**config.mk**
```make
export PLATFORM = sky130hd
export DESIGN_NAME = tod_counter
export DESIGN_NICKNAME = d
export VERILOG_FILES = /design/src/rtl/tod_pkg.sv /design/src/rtl/tod_step.sv /design/src/rtl/tod_regfile.sv /design/src/rtl/tod_core.sv /design/src/rtl/tod_counter.sv
export SDC_FILE = /design/constraint.sdc
export NUM_CORES = 1
export LEC_CHECK = 0
export BUFFER_PORTS_ARGS = -buffer_cell sky130_fd_sc_hd__buf_2
export CAP_MARGIN = 20
export CORE_ASPECT_RATIO = 0.5
export CORE_MARGIN = 2
export CORE_UTILIZATION = 46
export CTS_BUF_LIST = sky130_fd_sc_hd__clkbuf_16
export DETAILED_ROUTE_END_ITERATION = 12
export GPL_ROUTABILITY_DRIVEN = 1
export PLACE_DENSITY = 0.73
export SLEW_MARGIN = 30
export SYNTH_ARGS = -nofsm -noshare
export SYNTH_HDL_FRONTEND = slang
export SYNTH_HIERARCHICAL = 1
export SYNTH_SLANG_ARGS = --single-unit
```
**constraint.sdc**
```tcl
create_clock -name clk -period 15.1 [get_ports clk]
set_input_delay 0.755 -clock clk [delete_from_list [all_inputs] [get_ports clk]]
set_output_delay 0.755 -clock clk [all_outputs]
set_load 0.1 [all_outputs]
```
**src/rtl/tod_pkg.sv**
```systemverilog
package tod_pkg;
    localparam int SEC_W    = 48;
    localparam int NS_W     = 30;
    localparam int FRAC_W   = 16;
    localparam int INC_NS_W = 8;
    localparam int DATA_W   = 32;
    localparam int ADDR_W   = 3;
    localparam int SEC_HI_W = SEC_W - DATA_W;
    localparam logic [NS_W-1:0] NS_PER_SEC = NS_W'(1_000_000_000);

    typedef enum logic [ADDR_W-1:0] {
        REG_SEC_HI  = 3'd0,
        REG_SEC_LO  = 3'd1,
        REG_NSEC    = 3'd2,
        REG_INC_NS  = 3'd3,
        REG_INC_SUB = 3'd4
    } reg_sel_e;

    typedef struct packed {
        logic [SEC_W-1:0]  sec;
        logic [NS_W-1:0]   ns;
        logic [FRAC_W-1:0] frac;
    } tod_t;

    typedef struct packed {
        logic [INC_NS_W-1:0] ns;
        logic [FRAC_W-1:0]   sub;
    } tod_inc_t;
endpackage

```
**src/rtl/tod_step.sv**
```systemverilog
module tod_step
    import tod_pkg::*;
(
    input  tod_t     cur,
    input  tod_inc_t inc,
    output tod_t     nxt
);
    localparam int FRAC_X = FRAC_W + 1;
    localparam int NS_X   = NS_W + 1;

    logic [FRAC_X-1:0] frac_sum;
    logic [NS_X-1:0]   ns_sum;
    logic              wrap;

    always_comb begin
        frac_sum = {1'b0, cur.frac} + {1'b0, inc.sub};
        ns_sum   = {1'b0, cur.ns} + NS_X'(inc.ns) + NS_X'(frac_sum[FRAC_W]);
        wrap     = (ns_sum >= {1'b0, NS_PER_SEC});
        nxt.frac = frac_sum[FRAC_W-1:0];
        nxt.ns   = wrap ? NS_W'(ns_sum - {1'b0, NS_PER_SEC}) : ns_sum[NS_W-1:0];
        nxt.sec  = cur.sec + SEC_W'(wrap);
    end
endmodule

```
**src/rtl/tod_regfile.sv**
```systemverilog
module tod_regfile
    import tod_pkg::*;
(
    input  logic              clk,
    input  logic              rst,
    input  logic              wr,
    input  logic              rd,
    input  logic [ADDR_W-1:0] addr,
    input  logic [DATA_W-1:0] wdata,
    input  logic [SEC_W-1:0]  sec_now,
    input  logic [NS_W-1:0]   ns_now,
    output tod_inc_t          inc,
    output logic              sec_load,
    output logic [SEC_W-1:0]  sec_load_val,
    output logic              ns_load,
    output logic [NS_W-1:0]   ns_load_val,
    output logic [DATA_W-1:0] rdata
);
    typedef struct packed {
        tod_inc_t              inc;
        logic [SEC_HI_W-1:0]   stage;
        logic [SEC_HI_W-1:0]   snap;
        logic [DATA_W-1:0]     rdata;
    } rf_t;

    rf_t      rf_d, rf_q;
    reg_sel_e sel;
    logic     ns_ok;

    always_comb begin
        sel          = reg_sel_e'(addr);
        rf_d         = rf_q;
        ns_ok        = (wdata[NS_W-1:0] < NS_PER_SEC);
        sec_load     = wr && (sel == REG_SEC_LO);
        sec_load_val = {rf_q.stage, wdata};
        ns_load      = wr && (sel == REG_NSEC) && ns_ok;
        ns_load_val  = wdata[NS_W-1:0];

        if (wr) begin
            case (sel)
                REG_SEC_HI:  rf_d.stage   = wdata[SEC_HI_W-1:0];
                REG_INC_NS:  rf_d.inc.ns  = wdata[INC_NS_W-1:0];
                REG_INC_SUB: rf_d.inc.sub = wdata[FRAC_W-1:0];
                default: ;
            endcase
        end

        if (rd) begin
            case (sel)
                REG_SEC_HI:  rf_d.rdata = DATA_W'(rf_q.snap);
                REG_SEC_LO: begin
                    rf_d.rdata = sec_now[DATA_W-1:0];
                    rf_d.snap  = sec_now[SEC_W-1:DATA_W];
                end
                REG_NSEC:    rf_d.rdata = DATA_W'(ns_now);
                REG_INC_NS:  rf_d.rdata = DATA_W'(rf_q.inc.ns);
                REG_INC_SUB: rf_d.rdata = DATA_W'(rf_q.inc.sub);
                default:     rf_d.rdata = '0;
            endcase
        end
    end

    always_ff @(posedge clk) begin
        if (rst) rf_q <= '0;
        else     rf_q <= rf_d;
    end

    assign inc   = rf_q.inc;
    assign rdata = rf_q.rdata;

    AST_RDATA_HOLD: assert property (@(posedge clk) disable iff (rst)
        !rd |=> $stable(rdata));
    AST_SNAP_CAPTURE: assert property (@(posedge clk) disable iff (rst)
        (rd && addr == REG_SEC_LO) |=> (rf_q.snap == $past(sec_now[SEC_W-1:DATA_W])));
endmodule

```
**src/rtl/tod_core.sv**
```systemverilog
module tod_core
    import tod_pkg::*;
(
    input  logic             clk,
    input  logic             rst,
    input  tod_inc_t         inc,
    input  logic             sec_load,
    input  logic [SEC_W-1:0] sec_load_val,
    input  logic             ns_load,
    input  logic [NS_W-1:0]  ns_load_val,
    output tod_t             tod
);
    tod_t tod_d, tod_q, stepped;

    tod_step u_step (
        .cur (tod_q),
        .inc (inc),
        .nxt (stepped)
    );

    always_comb begin
        tod_d = tod_q;
        if (sec_load) begin
            tod_d.sec = sec_load_val;
        end else if (ns_load) begin
            tod_d.ns   = ns_load_val;
            tod_d.frac = '0;
        end else begin
            tod_d = stepped;
        end
    end

    always_ff @(posedge clk) begin
        if (rst) tod_q <= '0;
        else     tod_q <= tod_d;
    end

    assign tod = tod_q;

    AST_NS_BELOW_BILLION: assert property (@(posedge clk) disable iff (rst)
        tod_q.ns < NS_PER_SEC);
    AST_CARRY_MATCH: assert property (@(posedge clk) disable iff (rst)
        !(sec_load || ns_load) |=> ((tod_q.ns < $past(tod_q.ns)) == (tod_q.sec != $past(tod_q.sec))));
    AST_SEC_STEP: assert property (@(posedge clk) disable iff (rst)
        !(sec_load || ns_load) |=> (tod_q.sec == $past(tod_q.sec) || tod_q.sec == $past(tod_q.sec) + 1'b1));
    AST_SEC_LOAD: assert property (@(posedge clk) disable iff (rst)
        sec_load |=> (tod_q.sec == $past(sec_load_val) && $stable(tod_q.ns) && $stable(tod_q.frac)));
    AST_NS_LOAD: assert property (@(posedge clk) disable iff (rst)
        (ns_load && !sec_load) |=> (tod_q.ns == $past(ns_load_val) && tod_q.frac == '0 && $stable(tod_q.sec)));
    AST_IDLE_HOLD: assert property (@(posedge clk) disable iff (rst)
        (!sec_load && !ns_load && inc.ns == '0 && inc.sub == '0) |=> $stable(tod_q));
endmodule

```
**src/rtl/tod_counter.sv**
```systemverilog
module tod_counter
    import tod_pkg::*;
(
    input  logic              clk,
    input  logic              rst,
    input  logic              reg_wr,
    input  logic              reg_rd,
    input  logic [ADDR_W-1:0] reg_addr,
    input  logic [DATA_W-1:0] reg_wdata,
    output logic [DATA_W-1:0] reg_rdata,
    output logic [SEC_W-1:0]  tod_sec,
    output logic [NS_W-1:0]   tod_ns
);
    tod_t             tod;
    tod_inc_t         inc;
    logic             sec_load, ns_load;
    logic [SEC_W-1:0] sec_load_val;
    logic [NS_W-1:0]  ns_load_val;

    tod_regfile u_regs (
        .clk          (clk),
        .rst          (rst),
        .wr           (reg_wr),
        .rd           (reg_rd),
        .addr         (reg_addr),
        .wdata        (reg_wdata),
        .sec_now      (tod.sec),
        .ns_now       (tod.ns),
        .inc          (inc),
        .sec_load     (sec_load),
        .sec_load_val (sec_load_val),
        .ns_load      (ns_load),
        .ns_load_val  (ns_load_val),
        .rdata        (reg_rdata)
    );

    tod_core u_core (
        .clk          (clk),
        .rst          (rst),
        .inc          (inc),
        .sec_load     (sec_load),
        .sec_load_val (sec_load_val),
        .ns_load      (ns_load),
        .ns_load_val  (ns_load_val),
        .tod          (tod)
    );

    assign tod_sec = tod.sec;
    assign tod_ns  = tod.ns;

    AST_BUS_RANGE: assert property (@(posedge clk) disable iff (rst)
        tod_ns < NS_PER_SEC);
endmodule

```
==> results of run 1 <==
per-layer routing:
layer  vias to the layer above  track usage [%]  part of all wire [%]
met5                         -                0                     0
met4                         0             7.77                   2.2
met3                        55             3.12                   6.5
met2                       421             39.9                    47
met1                      5139             33.8                    45
li1                       5005                -                     -
state kept, by name (all words and copies together) (netlist names):
signal,count
u_core/tod,94
u_regs/inc,24
u_regs/rdata,32
u_regs/rf_q,16
u_regs/sec_load_val,16
worst paths after layout:
kind                                         from                                   end  slack [ps]  depth (start not counted)
min          u_regs/sec_load_val[41]$_SDFFE_PP0P_  u_regs/sec_load_val[41]$_SDFFE_PP0P_         460                          2
max reg2reg            u_regs/inc[0]$_SDFFE_PP0P_           u_core/tod[92]$_SDFFE_PP0P_        4650                         39
min reg2reg  u_regs/sec_load_val[41]$_SDFFE_PP0P_  u_regs/sec_load_val[41]$_SDFFE_PP0P_         460                          2
max                    u_regs/inc[0]$_SDFFE_PP0P_           u_core/tod[92]$_SDFFE_PP0P_        4650                         39
Yosys cell counts, drive strengths merged (16+ instances only):
cell,number,area (um2)
a211oi,83,638
a21oi,111,571
and3,21,136
and3b,30,263
buf,173,1330
clkbuf,54,204
dfxtp,182,3640
ha,26,325
inv,18,67.6
mux2i,88,881
nand2,180,681
nand2b,17,106
nand3,28,145
nand4,19,119
nor2,35,134
nor2b,90,563
nor3,16,80.1
o21ai,37,185
or3b,16,140
xnor2,69,612
xor2,31,272
stage by stage:
| stage | util, % | area (um2) | total power [mW] | hold WS [ps] |
|---|---|---|---|---|
| after floorplan | - | 12600 | 0.690 | 432 |
| after global placement | 46.3 | 12400 | 0.722 | 443 |
| after detailed placement | 46.3 | 12400 | 0.724 | 449 |
| after CTS | 48.5 | 12900 | 1.16 | 459 |
| after global routing | 48.5 | 12900 | 1.20 | 479 |
| final | 48.5 | 12900 | 1.16 | 459 |
where the power goes:
| group | internal (mW) | switching (mW) | leakage, nW |
|---|---|---|---|
| logic | 0.0528 | 0.146 | 3.37 |
| registers | 0.494 | 0.0235 | 1.47 |
| clock network | 0.232 | 0.214 | 0.283 |
| total | 0.779 | 0.383 | 5.12 |
layout make-up:
type / count / area [um2] / area share [%]
Timing Repair Buffer: 158 / 830 / 6.41
Sequential cell: 182 / 3640 / 28.1
Clock buffer: 17 / 425 / 3.29
Tap cell: 352 / 440 / 3.40
Multi-Input combinational cell: 1047 / 7400 / 57.1
Inverter: 18 / 67.6 / 0.522
Clock inverter: 15 / 143 / 1.10
cell families (layout without fill, tap and decap cells):
family	after synthesis	in the layout
AND/OR/NAND/NOR	500	500
AO/OA/AOI/OAI	319	319
buffers and inverters	245	208
flip-flops	182	182
XOR/XNOR	100	100
multiplexers	99	99
adder cells (fa/ha/maj)	29	29
critical path, delay by kind of cell, from the launching register on:
family / cells / cell delay (ps)
flip-flops: 1 / 330
adder cells (fa/ha/maj): 7 / 2100
buffers and inverters: 1 / 60
AO/OA/AOI/OAI: 17 / 4220
multiplexers: 1 / 80
AND/OR/NAND/NOR: 11 / 3160
XOR/XNOR: 2 / 380
==> impl_summary.txt, run 1 <==
----------------------------------------------------
[Synth]
  Synthesized Nets ... 1,542
  Arithmetic-cell share of the synthesized area counting full adders, half adders and majority gates ... 3.05%
  Yosys warnings ... 6
  Synthesized-area fraction occupied by and/or/nand/nor cells ... 22.3%
  Fraction of registers with async set/reset ... 0%
  Number of flops mapped to enable cells by yosys ... 0
  Post-Syn Area per Cell ... 8.56 um2
  Synthesized instance count ... 1,474
  Xor/xnor share of the synthesized area ... 7.00%
  Complex-gate fraction of the synthesized area ... 17.2%
  Top_reg_cell synth ... sky130_fd_sc_hd__dfxtp_1
  Synthesized area ... 0.0126 mm2
  Proportion of synthesized chip area in sequential cells ... 28.9%
  Fraction of synthesized area in multiplexers ... 8.89%
  Post-synth cell types ... 85
  Combinational family with the most area after synthesis ... simple AND/OR/NAND/NOR gates
  Total of flip-flops plus latches after synthesis ... 182

[STA]
  Setup clock skew after layout ... 11.7 ps
  Achievable frequency ... 95.7 MHz
  Setup violation total in the final timing report ... 0
  Total Negative Setup Slacks ... 0 ps
  Final worst-path setup slack ... 4650 ps
  Transition time of the tightest slew-check pin ... 976 ps
  Final worst-path cycle share ... 69.2%
  Number of pins exceeding their max-slew limit in the final report ... 0
  Post-route minimum period ... 10,450 ps
  Count of final hold-check violations ... 0
  Max-slew headroom ... 34.4%
  RSZ-0062 raised after global routing ... false

[Global routing]
  Global-route wire length before repair ... 55,300 um
  Number of antenna violations at the first check in global routing ... 0
  Via count of the first global-routing pass ... 9,546
  Total overflow reported by the global router ... 0
  Pin count of the biggest net entering global routing ... 112
  Global-route usage over all layers ... 24.5%

[Setup path]
  CP Max Fanout ... 12
  Critical Setup Path Class ... reg -> reg
  Critical-path top delay cell ... sky130_fd_sc_hd__nor3_1
  Worst Path Arrival ... 10,790 ps
  Category of the worst setup path launch point ... flip-flop
  Required time at the worst-slack endpoint ... 15,440 ps
  Biggest cell delay along the critical path ... 800 ps
  Capturing element type of the critical path ... flip-flop
  Top cell by count, worst path ... sky130_fd_sc_hd__ha_1

[Floorplanning]
  Total number of placement rows ... 42
  Std-Cell Core Area ... 0.0267 mm2
  Horizontal extent of the die ... 238 um
  Top-Level Pins ... 149
  Area of the die ... 0.0288 mm2
  Die Y ... 121 um
  Effective utilization at floorplan ... 47.3%

[CTS]
  Post-CTS Setup Repair Bufs ... 0
  TritonCTS Buffers ... 17
  Cell at the root of the clock tree ... sky130_fd_sc_hd__clkbuf_16
  Number of sinks driven by the clock tree ... 182
  CTS clk-pin slew, worst paths ... 70 ps
  Maximum clock insertion buffer count ... 2
  Post-CTS Hold Fix Bufs ... 0
  Clock network latency to the later pin of the worst-skew pair ... 440 ps
  Post_cts resized ... 0
  TritonCTS clock tree ... built
  H-tree depth reported by CTS ... 4

[Route]
  Routed length per instance ... 20.1 um
  Total Routed Length ... 36,000 um
  Post-route ant nets ... 0
  Initial DRC Count ... 952
  Via density per instance ... 5.94
  Vias ... 10,600
  DR DRC count ... 0
  Total iterations of the first detailed-routing run ... 5

[Finish]
  Final cell count without fillers ... 1,789
  Layout cells sized above 1 ... 16.1%
  Layout area overhead ... 2.62%
  Total of fill cells in the finished design ... 2,540
  Most frequent cells in the layout ... 182 x sky130_fd_sc_hd__dfxtp_1, 178 x sky130_fd_sc_hd__nand2_1, 147 x sky130_fd_sc_hd__buf_2
  Most common cell after layout, fill and taps aside ... sky130_fd_sc_hd__dfxtp_1
  Number of antenna repair diodes ... 0
  Final nets ... 1,492

[Placed design]
  Routability Congestion ... 0.925
  Worst-case setup slack after placement ... 4940 ps
  Buffers on Ports ... 148
  Sum of net half-perimeters after detailed placement ... 24,700 um
  Count of placed standard cells including taps ... 1,757

[Power]
  Worst voltage drop across the vdd grid ... 75.6 uV
  Power per standard cell area ... 89.8 mW/mm2
  Static Leakage ... 5.12 nW

[Status]
  Result of the run ... completed

[Hold path]
  Worst Hold Class ... reg -> reg

[Run]
  Max-capacitance violation count ... 0

----------------------------------------------------
Power figures use the tool's default switching activity.
==> inputs of run 2 (changes only) <==
--- a/config.mk
+++ b/config.mk
@@ -5,6 +5,7 @@
 export SDC_FILE = /design/constraint.sdc
 export NUM_CORES = 1
 export LEC_CHECK = 0
+export ABC_AREA = 1
 export BUFFER_PORTS_ARGS = -buffer_cell sky130_fd_sc_hd__buf_2
 export CAP_MARGIN = 20
 export CORE_ASPECT_RATIO = 0.5
@@ -13,7 +14,7 @@
 export CTS_BUF_LIST = sky130_fd_sc_hd__clkbuf_16
 export DETAILED_ROUTE_END_ITERATION = 12
 export GPL_ROUTABILITY_DRIVEN = 1
-export PLACE_DENSITY = 0.73
+export PLACE_DENSITY = 0.76
 export SLEW_MARGIN = 30
 export SYNTH_ARGS = -nofsm -noshare
 export SYNTH_HDL_FRONTEND = slang
==> constraint.sdc (replaced) <==
create_clock -name clk -period 9.35 [get_ports clk]
set_input_delay 0.4675 -clock clk [delete_from_list [all_inputs] [get_ports clk]]
set_output_delay 0.4675 -clock clk [all_outputs]
set_load 0.1 [all_outputs]
==> run 2 against run 1 <==
Maximum frequency increased by 33%; cell count increased by 42%; combinational power increased by 7%; clock power increased by 57%; routed wire length increased by 21%; global-route usage increased by 3.0 points; sequential cell count unchanged; clock skew decreased by 1.3 ps; critical path depth increased by 3; total power increased by 48%; critical path type unchanged; critical endpoint is now u_core/tod[93]$_SDFFE_PP0P_; largest cell class unchanged.
==> impl_summary.txt, run 2 <==
----------------------------------------------------
[STA]
  Achievable frequency ... 127 MHz (+33%)
  Final worst-path cycle share ... 84.1% (+15 points)
  Total Negative Setup Slacks ... 0 ps (unchanged)
  Count of final hold-check violations ... 0 (unchanged)
  Number of pins exceeding their max-slew limit in the final report ... 0 (unchanged)
  Setup violation total in the final timing report ... 0 (unchanged)
  Transition time of the tightest slew-check pin ... 939 ps (-36.7 ps)
  RSZ-0062 raised after global routing ... false
  Setup clock skew after layout ... 10.5 ps (-1.26 ps)
  Max-slew headroom ... 37.4% (+2.9 points)
  Post-route minimum period ... 7870 ps (-2580 ps)

[Floorplanning]
  Top-Level Pins ... 149 (unchanged)
  Std-Cell Core Area ... 0.0290 mm2 (+8.7%)
  Area of the die ... 0.0310 mm2 (+7.4%)
  Die Y ... 125 um (+3.6%)
  Effective utilization at floorplan ... 46.8% (-0.45 points)
  Horizontal extent of the die ... 247 um (+3.7%)
  Total number of placement rows ... 44 (+4.8%)

[Synth]
  Fraction of registers with async set/reset ... 0% (unchanged)
  Synthesized area ... 0.0136 mm2 (+7.6%)
  Total of flip-flops plus latches after synthesis ... 182 (unchanged)
  Library cell with the highest instance count after synthesis ... sky130_fd_sc_hd__nand2_1
  Post-synth cell types ... 43 (-49%)
  Number of flops mapped to enable cells by yosys ... 0 (unchanged)
  Top_reg_cell synth ... sky130_fd_sc_hd__dfxtp_1
  Largest cells by area after synthesis ... sky130_fd_sc_hd__dfxtp_1 27%, sky130_fd_sc_hd__nand2_1 20%, sky130_fd_sc_hd__nand3_1 12%, sky130_fd_sc_hd__buf_4 8.6%, sky130_fd_sc_hd__inv_1 6.1%
  Proportion of synthesized chip area in sequential cells ... 26.8% (-2.0 points)
  Synthesized Nets ... 2,263 (+47%)
  Synth area leader ... sky130_fd_sc_hd__dfxtp_1
  Post-Syn Area per Cell ... 6.19 um2 (-28%)
  Synthesized instance count ... 2,195 (+49%)
  Ranking of synthesized cells by instance count ... 739 x sky130_fd_sc_hd__nand2_1, 333 x sky130_fd_sc_hd__nand3_1, 220 x sky130_fd_sc_hd__inv_1
  Proportion of netlist area held by the largest area contributor ... 26.8% (-2.0 points)
  Yosys warnings ... 6 (unchanged)

[CTS]
  Post_cts resized ... 0 (unchanged)
  Clock network latency to the later pin of the worst-skew pair ... 440 ps (about the same)
  CTS clk-pin slew, worst paths ... 70 ps (about the same)
  Post-CTS Setup Repair Bufs ... 0 (unchanged)
  H-tree depth reported by CTS ... 4 (unchanged)
  Cell at the root of the clock tree ... sky130_fd_sc_hd__clkbuf_16
  Post-CTS Hold Fix Bufs ... 0 (unchanged)
  Maximum clock insertion buffer count ... 2 (unchanged)
  Number of sinks driven by the clock tree ... 182 (unchanged)
  TritonCTS clock tree ... built
  TritonCTS Buffers ... 17 (unchanged)

[Placed design]
  Sum of net half-perimeters after detailed placement ... 31,300 um (+27%)
  Buffers on Ports ... 148 (unchanged)
  Routability Congestion ... 0.960 (+3.8%)

[Power]
  Worst voltage drop across the vdd grid ... 146 uV (+93%)
  Total Power ... 1.72 mW (+48%)
  Switching fraction of total power ... 31.4% (-1.5 points)
  Part of the total power dissipated in sequential elements ... 46.9% (+2.4 points)
  Net switching power figure ... 542 uW (+41%)
  Static Leakage ... 6.84 nW (+33%)
  Clock group share of total power ... 40.8% (+2.4 points)
  Internal Pwr Total ... 1.18 mW (+52%)
  Logic gate share of total power ... 12.3% (-4.8 points)
  Power per standard cell area ... 124 mW/mm2 (+38%)

[Route]
  Initial DRC Count ... 1,702 (+79%)
  Post-route ant nets ... 0 (unchanged)
  Total Routed Length ... 43,600 um (+21%)
  Vias ... 13,800 (+30%)
  Total iterations of the first detailed-routing run ... 6 (+1)
  DR DRC count ... 0 (unchanged)
  Via density per instance ... 5.44 (-8.4%)
  Routed length per instance ... 17.1 um (-15%)

[Global routing]
  Global-route usage over all layers ... 27.5% (+3.0 points)
  Global-route wire length before repair ... 67,300 um (+22%)
  Number of antenna violations at the first check in global routing ... 1 (+1)
  Total overflow reported by the global router ... 0 (unchanged)
  Via count of the first global-routing pass ... 12,100 (+27%)
  Pin count of the biggest net entering global routing ... 106 (-5.4%)

[Finish]
  Layout area overhead ... 2.37%
  Area used by multi-input combinational logic ... 0.00754 mm2 (+2.0%)
  Layout cells sized above 1 ... 11.1% (-5.0 points)
  Final nets ... 2,207 (+48%)
  Sequential cell area ... 0.00364 mm2 (unchanged)
  Total of fill cells in the finished design ... 3,011 (+19%)
  Most common cell after layout, fill and taps aside ... sky130_fd_sc_hd__nand2_1
  Number of flip-flops under the largest register name ... 94 (unchanged)
  Fraction of the core area covered by cells at the end of the flow ... 47.9% (-0.58 points)
  Most frequent cells in the layout ... 739 x sky130_fd_sc_hd__nand2_1, 333 x sky130_fd_sc_hd__nand3_1, 219 x sky130_fd_sc_hd__inv_1

[Setup path]
  Flop-to-flop setup slack ... 1480 ps (-3170 ps)
  Top cell by count, worst path ... sky130_fd_sc_hd__nand2_1
  CP Max Fanout ... 33 (+21)
  Biggest cell delay along the critical path ... 650 ps (-150 ps)
  Required time at the worst-slack endpoint ... 9730 ps (-5710 ps)
  Capturing element type of the critical path ... flip-flop
  Critical-path top delay cell ... sky130_fd_sc_hd__a221oi_1
  Category of the worst setup path launch point ... flip-flop
  Worst Path Arrival ... 8250 ps (-2540 ps)
  Critical Setup Path Class ... reg -> reg

[Hold path]
  Worst Hold Class ... in -> reg

[Status]
  Result of the run ... completed

[Run]
  Max-capacitance violation count ... 0 (unchanged)

----------------------------------------------------
## run 2: cell families after synthesis
kind of cell,after synthesis,share of synthesized area [%]
XOR/XNOR,71,4.58
adder cells (fa/ha/maj),29,2.84
AO/OA/AOI/OAI,156,6.01
flip-flops,182,26.8
AND/OR/NAND/NOR,1299,42.0
buffers and inverters,458,17.7
## run 2: worst paths after layout
check | start | to | depth (start not counted)
hold / removal | reg_wdata[31] | u_core/tod[77]$_SDFFE_PP0P_ | 5
setup reg to reg | u_regs/inc[0]$_SDFFE_PP0P_ | u_core/tod[93]$_SDFFE_PP0P_ | 42
hold reg to reg | u_regs/rdata[3]$_SDFFE_PP0P_ | u_regs/rdata[3]$_SDFFE_PP0P_ | 2
setup / recovery | u_regs/inc[0]$_SDFFE_PP0P_ | u_core/tod[93]$_SDFFE_PP0P_ | 42
## run 2: power by group through the flow
stage               clock network (mW)  logic (mW)  registers [mW]
detailed placement                   0       0.207           0.826
finish                           0.703       0.211           0.808
global route                     0.745       0.224           0.809
global placement                     0       0.206           0.826
floorplan                            0       0.132           0.866
CTS                              0.708       0.208           0.807
## run 2: critical path: cells and delay by family (launching register included)
family	cells	cell delay, ps
AND/OR/NAND/NOR	29	4190
adder cells (fa/ha/maj)	6	1790
AO/OA/AOI/OAI	3	1020
flip-flops	1	330
buffers and inverters	3	270
XOR/XNOR	1	170
## run 2: stage by stage
step / worst slack, ps / instances / cell area (um2) / hold WS, ps
floorplan: 2840 / 2195 / 13600 / 440
global placement: 2010 / 2511 / 13300 / 451
detailed placement: 1770 / 2511 / 13300 / 454
CTS: 1690 / 2543 / 13900 / 323
global route: 842 / 2543 / 13900 / 363
finish: 1480 / 2544 / 13900 / 338
## run 2: layout make-up
cell class / count / share of cell area [%]
Clock buffer: 17 / 3.06
Tap cell: 391 / 3.52
Clock inverter: 15 / 0.990
Inverter: 227 / 6.14
Sequential cell: 182 / 26.2
Antenna cell: 1 / 0.0180
Timing Repair Buffer: 156 / 5.81
Multi-Input combinational cell: 1555 / 54.3
## run 2: routing by layer
layer | GRT usage (%) | up-vias | share of wire [%]
met1 | 37.6 | 6303 | 43
met2 | 43.6 | 649 | 45
met4 | 9.11 | 0 | 2.7
met5 | 0 | - | 0
li1 | - | 6773 | -
met3 | 4.85 | 102 | 8.9
==> inputs of run 3 (changes only) <==
==> constraint.sdc (replaced) <==
create_clock -name clk -period 7.03 [get_ports clk]
set_input_delay 0.3515 -clock clk [delete_from_list [all_inputs] [get_ports clk]]
set_output_delay 0.3515 -clock clk [all_outputs]
set_load 0.1 [all_outputs]
==> run 3 against run 2 <==
Die area is the same; critical path depth grew 1; maximum frequency grew 21%; clock power grew 40%; count of clock-buffer cells in the layout is the same; global-route usage grew 0.72 points; sequential power grew 34%; register-to-register slack lost 950 ps; cell area grew 1.3%; critical endpoint unchanged.
==> impl_summary.txt, run 3 (synthesized netlist as in run 2, its figures left out) <==
----------------------------------------------------
[Status]
  Result of the run ... completed

[Power]
  Power per standard cell area ... 166 mW/mm2 (+34%)
  Static Leakage ... 6.96 nW (+1.7%)
  Worst voltage drop across the vdd grid ... 180 uV (+23%)

[Setup path]
  Top cell by count, worst path ... sky130_fd_sc_hd__nand2_1
  Required time at the worst-slack endpoint ... 7430 ps (-2300 ps)
  Category of the worst setup path launch point ... flip-flop
  Critical-path top delay cell ... sky130_fd_sc_hd__fa_1
  Biggest cell delay along the critical path ... 400 ps (-250 ps)
  Critical Setup Path Class ... reg -> reg
  Worst Path Arrival ... 6900 ps (-1350 ps)
  Capturing element type of the critical path ... flip-flop
  CP Max Fanout ... 7 (-79%)

[Finish]
  Final nets ... 2,221 (+0.63%)
  Most common cell after layout, fill and taps aside ... sky130_fd_sc_hd__nand2_1
  Number of flip-flops under the largest register name ... 94 (unchanged)
  Total of fill cells in the finished design ... 3,002 (-0.30%)
  Final Cell Area ... 0.0141 mm2 (+1.3%)
  Layout area overhead ... 3.71%
  Most frequent cells in the layout ... 738 x sky130_fd_sc_hd__nand2_1, 332 x sky130_fd_sc_hd__nand3_1, 221 x sky130_fd_sc_hd__inv_1
  Layout cells sized above 1 ... 12.2% (+1.1 points)

[Floorplanning]
  Horizontal extent of the die ... 247 um (unchanged)
  Die Y ... 125 um (unchanged)
  Area of the die ... 0.0310 mm2 (unchanged)
  Total number of placement rows ... 44 (unchanged)
  Std-Cell Core Area ... 0.0290 mm2 (unchanged)
  Top-Level Pins ... 149 (unchanged)
  Effective utilization at floorplan ... 46.8% (unchanged)

[STA]
  RSZ-0062 raised after global routing ... false
  Total Negative Setup Slacks ... 0 ps (unchanged)
  Setup clock skew after layout ... 13.3 ps (+2.87 ps)
  Transition time of the tightest slew-check pin ... 912 ps (-27.6 ps)
  Minimum hold slack ... 207 ps (-131 ps)
  Achievable frequency ... 154 MHz (+21%)
  Count of final hold-check violations ... 0 (unchanged)
  Final worst-path cycle share ... 92.4% (+8.2 points)
  Setup violation total in the final timing report ... 0 (unchanged)
  Max-slew headroom ... 39.2% (+1.8 points)
  Post-route minimum period ... 6490 ps (-1370 ps)
  Number of pins exceeding their max-slew limit in the final report ... 0 (unchanged)

[Placed design]
  Routability Congestion ... 0.984 (+2.5%)
  Buffers on Ports ... 148 (unchanged)
  Instance area at placement ... 0.0134 mm2 (+0.39%)
  Sum of net half-perimeters after detailed placement ... 31,400 um (+0.34%)

[Run]
  Max-capacitance violation count ... 0 (unchanged)

[Route]
  Via density per instance ... 5.47 (+0.62%)
  Post-route ant nets ... 0 (unchanged)
  Routed length per instance ... 17.2 um (+0.62%)
  DR DRC count ... 0 (unchanged)
  Initial DRC Count ... 1,772 (+4.1%)
  Vias ... 14,000 (+1.2%)
  Total iterations of the first detailed-routing run ... 7 (+1)
  Total Routed Length ... 44,100 um (+1.2%)

[CTS]
  TritonCTS Buffers ... 17 (unchanged)
  TritonCTS clock tree ... built
  H-tree depth reported by CTS ... 4 (unchanged)
  Number of sinks driven by the clock tree ... 182 (unchanged)
  Maximum clock insertion buffer count ... 2 (unchanged)
  CTS clk-pin slew, worst paths ... 80 ps (about the same)
  Clock network latency to the later pin of the worst-skew pair ... 450 ps (about the same)
  Cell at the root of the clock tree ... sky130_fd_sc_hd__clkbuf_16

[Global routing]
  Global-route usage over all layers ... 28.2% (+0.72 points)
  Total overflow reported by the global router ... 0 (unchanged)
  Pin count of the biggest net entering global routing ... 106 (unchanged)
  Number of antenna violations at the first check in global routing ... 1 (unchanged)
  Via count of the first global-routing pass ... 12,500 (+3.8%)
  Global-route wire length before repair ... 69,000 um (+2.6%)

[Hold path]
  Worst Hold Class ... in -> reg

----------------------------------------------------
==> run 3: cell count changes in the layout (fill, tap and decap cells not counted), sizes merged <==
cell,before,now
inv,232,231
clkinv,9,7
buf,156,170
bufinv,0,2
clkinvlp,1,2
==> run 3: path summary, 6_finish.rpt <==
| path | from | endpoint | slack [ps] | cells after the start |
|---|---|---|---|---|
| worst max-delay path | u_regs/inc[0]$_SDFFE_PP0P_ | u_core/tod[93]$_SDFFE_PP0P_ | 540 | 43 |
| worst min-delay path | reg_wdata[31] | u_core/tod[77]$_SDFFE_PP0P_ | 210 | 5 |
| worst max register to register | u_regs/inc[0]$_SDFFE_PP0P_ | u_core/tod[93]$_SDFFE_PP0P_ | 540 | 43 |
| worst min register to register | u_regs/sec_load_val[47]$_SDFFE_PP0P_ | u_regs/sec_load_val[47]$_SDFFE_PP0P_ | 460 | 2 |
==> run 3: routing by layer <==
metal  global-route usage, %  part of all wire (%)  vias to the layer above
met5                       0                     0                        -
met4                    11.6                   3.9                        0
met3                    6.16                   9.9                      112
met2                    43.7                    44                      709
met1                    37.9                    42                     6361
li1                        -                     -                     6807
==> run 3: layout make-up <==
class | instances | area, um2 | share of cell area (%)
antenna | 1 | 2.50 | 0.0178
clock buffer | 17 | 425 | 3.02
clock inverter | 15 | 156 | 1.11
inverter | 227 | 853 | 6.06
multi-input combinational | 1555 | 7600 | 54.0
sequential | 182 | 3640 | 25.9
tap | 391 | 489 | 3.47
timing repair buffer | 170 | 912 | 6.48
==> run 3: where the power goes <==
part / internal (mW) / switching (mW) / total, mW
Clock: 0.527 / 0.455 / 0.982
Sequential: 1.05 / 0.0279 / 1.08
Combinational: 0.0560 / 0.226 / 0.282
==> run 3: timing repair <==
action,CTS,global route
endpoints found under the setup margin,0,23
resized for setup,0,15
setup buffers,0,7
hold buffers,0,0
==> run 3: worst max-delay path, delay by kind of cell, from the launching register on <==
family	cells	cell delay, ps
AO/OA/AOI/OAI	3	520
XOR/XNOR	1	160
adder cells (fa/ha/maj)	6	1550
buffers and inverters	4	420
flip-flops	1	330
AND/OR/NAND/NOR	29	3460
==> run 3: per-stage QoR <==
step	instances	setup slack, ps	util [%]	total power, mW
6_report	2558	537	48.5	2.34
4_1_cts	2550	161	48.1	2.34
2_1_floorplan	2195	515	-	1.33
3_5_place_dp	2518	191	46.1	1.37
3_3_place_gp	2518	405	46.1	1.37
5_1_grt	2557	28.9	48.5	2.41
